$ cat config.mk
export PLATFORM = sky130hd
export DESIGN_NAME = sreg_write_unit
export DESIGN_NICKNAME = d
export VERILOG_FILES = /design/src/rtl/sreg_pkg.sv /design/src/rtl/sreg_ctrl.sv /design/src/rtl/sreg_datapath.sv /design/src/rtl/sreg_write_unit.sv
export SDC_FILE = /design/constraint.sdc
export NUM_CORES = 1
export LEC_CHECK = 0
export CAP_MARGIN = 15
export CORE_MARGIN = 4
export CORE_UTILIZATION = 36
export CTS_CLUSTER_SIZE = 25
export DETAILED_ROUTE_END_ITERATION = 8
export GPL_TIMING_DRIVEN = 0
export PLACE_DENSITY = 0.82
export SETUP_SLACK_MARGIN = 0.5
export SLEW_MARGIN = 20
export SYNTH_ARGS = -nofsm -noshare
export SYNTH_HDL_FRONTEND = slang
export SYNTH_SLANG_ARGS = --single-unit
$ cat constraint.sdc
create_clock -name clk -period 1.85 [get_ports clk]
set_input_delay 0.555 -clock clk [delete_from_list [all_inputs] [get_ports clk]]
set_output_delay 0.555 -clock clk [all_outputs]
set_load 0.05 [all_outputs]
$ cat src/rtl/sreg_pkg.sv
package sreg_pkg;
  localparam int CTRL_W = 12;
  localparam int DATA_W = 32;
  localparam int SEL_W = 8;
  localparam int MASK_W = 4;
  localparam logic [SEL_W-1:0] SEL_MSP = 8'd8;
  localparam logic [SEL_W-1:0] SEL_PSP = 8'd9;
  localparam logic [DATA_W-1:0] FLAG_BITS = 32'hF800_0000;
  localparam logic [DATA_W-1:0] GE_BITS = 32'h000F_0000;

  typedef struct packed {
    logic flagWr;
    logic geWr;
    logic mspWr;
    logic pspWr;
  } sregStrobes_t;
endpackage

$ cat src/rtl/sreg_ctrl.sv
module sreg_ctrl
  import sreg_pkg::*;
(
  input  logic               wrValid,
  input  logic [CTRL_W-1:0]  ctrlField,
  input  logic               privileged,
  input  logic               dspPresent,
  output sregStrobes_t       strobes
);
  logic [SEL_W-1:0]  sel;
  logic [MASK_W-1:0] mask;
  logic              statusSel;
  logic              blocked;

  assign sel  = ctrlField[SEL_W-1:0];
  assign mask = ctrlField[CTRL_W-1:SEL_W];
  assign statusSel = (sel <= 8'd7);
  assign blocked = !privileged && !statusSel;

  always_comb begin
    strobes = '0;
    if (wrValid && !blocked) begin
      if (statusSel && !sel[2]) begin
        strobes.flagWr = mask[3];
        strobes.geWr   = mask[2] && dspPresent;
      end
      strobes.mspWr = (sel == SEL_MSP);
      strobes.pspWr = (sel == SEL_PSP);
    end
  end
endmodule

$ cat src/rtl/sreg_datapath.sv
module sreg_datapath
  import sreg_pkg::*;
(
  input  logic               clk,
  input  logic               rstN,
  input  sregStrobes_t       strobes,
  input  logic [DATA_W-1:0]  wrData,
  output logic [DATA_W-1:0]  statusWord,
  output logic               mspWrStrobe,
  output logic               pspWrStrobe,
  output logic [DATA_W-1:0]  spWrValue
);
  logic [DATA_W-1:0] bitEn;

  generate
    for (genvar i = 0; i < DATA_W; i++) begin : g_bitEn
      assign bitEn[i] = (FLAG_BITS[i] & strobes.flagWr) | (GE_BITS[i] & strobes.geWr);
    end
  endgenerate

  always_ff @(posedge clk) begin
    if (!rstN) begin
      statusWord  <= '0;
      mspWrStrobe <= 1'b0;
      pspWrStrobe <= 1'b0;
      spWrValue   <= '0;
    end else begin
      statusWord  <= (statusWord & ~bitEn) | (wrData & bitEn);
      mspWrStrobe <= strobes.mspWr;
      pspWrStrobe <= strobes.pspWr;
      if (strobes.mspWr || strobes.pspWr)
        spWrValue <= {wrData[DATA_W-1:2], 2'b00};
    end
  end
endmodule

$ cat src/rtl/sreg_write_unit.sv
module sreg_write_unit
  import sreg_pkg::*;
(
  input  logic        clk,
  input  logic        rstN,
  input  logic        wrValid,
  input  logic [11:0] ctrlField,
  input  logic [31:0] wrData,
  input  logic        privileged,
  input  logic        dspPresent,
  output logic [31:0] statusWord,
  output logic        mspWrStrobe,
  output logic        pspWrStrobe,
  output logic [31:0] spWrValue
);
  sregStrobes_t strobes;

  sreg_ctrl u_ctrl (
    .wrValid(wrValid), .ctrlField(ctrlField), .privileged(privileged),
    .dspPresent(dspPresent), .strobes(strobes)
  );

  sreg_datapath u_dp (
    .clk(clk), .rstN(rstN), .strobes(strobes), .wrData(wrData),
    .statusWord(statusWord), .mspWrStrobe(mspWrStrobe),
    .pspWrStrobe(pspWrStrobe), .spWrValue(spWrValue)
  );
endmodule

==> flow_metrics.tcl <==
set metrics [dict create \
    overflow 0 \
    core.rowCount 25 \
    wl_um 5226 \
    crit_type "input pin to flip-flop" \
    finalCriticalPeriod_ns 1.643 \
    clock_sinks 41 \
    p_sw_w 0.0004782 \
    n_antenna_cell 0 \
    cellLeakagePower_nw 1.457 \
    post-route-period-util_pct 88.81 \
    grt_pass1_vias 1765 \
    fin_skew_ns 0 \
    cp-start-kind "input pin" \
    cts_buffers 5 \
    hold_depth 2 \
    setup_violations 0 \
    pwr-share-clk_pct 32.4 \
    first_iter_violations 36 \
    drive_gt1_share_pct 44.62 \
    netlist.area_leader.share_pct 44.87 \
    route.detailed.drc 0 \
    async_flop_share_pct 0 \
    syn_inst 198 \
    antenna_found_initial 0 \
    pwr-share-comb_pct 18.4 \
    hold_violations 0 \
    drt_pass1_iterations 2 \
    ir_drop_mv 0.4472 \
    dieArea_sq_um 6285 \
    rsz0062_at_grt "yes" \
    grt_pass1_wl_um 8093 \
    synth.area.top_cells "dfxtp_1, mux2i_1, nand2_1" \
    antenna_left 0 \
    io_buffers 84 \
    max_freq_mhz 608.6 \
    dp_cells 373 \
    r2r_cells 3 \
    cp_data_required_time_ns 2.06 \
    wl_per_cell_um 13.33 \
    grt_max_degree 12 \
    outcome "finished, final reports clean" \
    postCtsHoldBufs 0 \
    slew_viol_final 0 \
    ys_warn_count 0 \
    place_congestion 0.6820 \
    cp_max_fo 6 \
    fillers 373 \
    synth.most_common_cell "nand2_1" \
    synth_ff_type "dfxtp_1" \
    synth_area_per_cell_sq_um 9.239 \
    syn_to_final_growth_pct 84.54 \
    min_path_type "flip-flop to flip-flop" \
    core_sq_um 4817 \
    dp_hpwl_um 3795 \
    cts_tree "done" \
    multi_input_area_sq_um 907.1 \
    ys_ff_latch 41 \
    endpoint_kind "flip-flop" \
    die_y_um 79.28 \
    synth_edf_count 0 \
    initial_utilization_pct 37.97 \
    powerDensity_nw_per_um2 532.3 \
    seqCellArea_sq_um 872.1 \
    synth_area_leader_cell "dfxtp_1" \
    clock_path_buffers 2 \
    dr_total_vias 1679 \
    via_per_inst 4.283 \
    fin_nets 374 \
    maxCapViolCount 0 \
    reg2reg_slack_ns 1.16 \
    clk_latency_ns 0.29 \
    gr-usage-all-layers_pct 16.42 \
    path_clk_slew_ns 0.07 \
    io_pins 115 \
    cp.arrival_ns 1.85 \
    internal_power_w 0.001319 \
    setup_tns_ns 0 \
    final_cells 392 \
    synth.distinct_cells 17 \
    root_buffer "clkbuf_8" \
    synth_commonest_cells "nand2_1, dfxtp_1, mux2i_1, buf_4, clkbuf_1" \
    die_x_um 79.28 \
    synth_area_sq_um 1829 \
    fin_total_pwr_w 0.001797 \
    seq_power_share_pct 49.2 \
    swShare_pct 26.61 \
    seq_area_frac_synth_pct 44.87 \
    htreeDepth 2 \
]
-- final timing paths --
| check | start | end |
|---|---|---|
| worst min register to register | u_dp.spWrValue[20] | u_dp.spWrValue[20] |
| worst max register to register | u_dp.spWrValue[19] | u_dp.spWrValue[19] |
| worst max-delay path | ctrlField[5] | u_dp.spWrValue[16] |
| worst min-delay path | u_dp.spWrValue[20] | u_dp.spWrValue[20] |
-- per-stage QoR --
stage | setup slack (ns) | util, % | hold slack [ns] | area [sq um]
2_1_floorplan | 0.08908 | - | 0.6738 | 1944
3_3_place_gp | -0.5414 | 59.56 | 0.4412 | 2869
3_5_place_dp | -0.5497 | 59.56 | 0.4462 | 2869
4_1_cts | 0.2165 | 66.03 | 0.4640 | 3181
5_1_grt | 0.1588 | 70.08 | 0.4845 | 3376
6_report | 0.2070 | 70.08 | 0.4661 | 3376
-- cell type report --
class / count / area share (%)
sequential: 41 / 25.83
buffer: 37 / 8.488
clock buffer: 7 / 2.557
multi-input combinational: 144 / 26.87
tap: 67 / 2.483
timing repair buffer: 96 / 33.77
-- cell families after synthesis --
family | after synthesis | share of synthesized area [%]
buffers and inverters | 37 | 13.95
multiplexers | 39 | 21.34
other | 1 | 0.2050
AND/OR/NAND/NOR | 80 | 19.63
flip-flops | 41 | 44.87
-- per-layer routing --
metal	global-route usage [%]	part of all wire, %	up-vias
met2	31.48	54	60
met4	4.124	0.52	0
met5	0	0	-
met1	16.86	38	768
li1	-	-	847
met3	5.556	7.6	4
-- power groups by stage --
stage               sequential (W)  clock, W  combinational, W
detailed placement        0.000904         0          0.000316
CTS                       0.000883  0.000593          0.000321
finish                    0.000883  0.000583          0.000331
global route              0.000883  0.000642          0.000353
global placement          0.000904         0          0.000313
floorplan                 0.000908         0          0.000197
-- repair_timing --
action                                 4_1_cts  5_1_grt
endpoints found under the hold margin        0        0
setup endpoints to repair                   82       80
pin swaps                                    5        2
cloned                                       3        0
buffers inserted                             3        6
gates resized for setup                    368       41
-- critical path, stage by stage --
cell and delay [ns]:
buf_8 0.09, or4b_4 0.55, nor3_4 0.16, buf_12 0.17, buf_6 0.14, mux2i_1 0.18
-- layout by cell type, fill, tap and decap left out, types with 3 or more instances in the layout --
master            n
clkdlybuf4s50_1  34
buf_8            35
nand2_1          69
clkbuf_1          5
buf_6            13
dfxtp_2          41
buf_4            32
clkbuf_2          4
dlygate4sd2_1     3
clkbuf_8          7
mux2i_1          39
conb_1           25
Note: power is estimated with default switching activity, not from simulation.
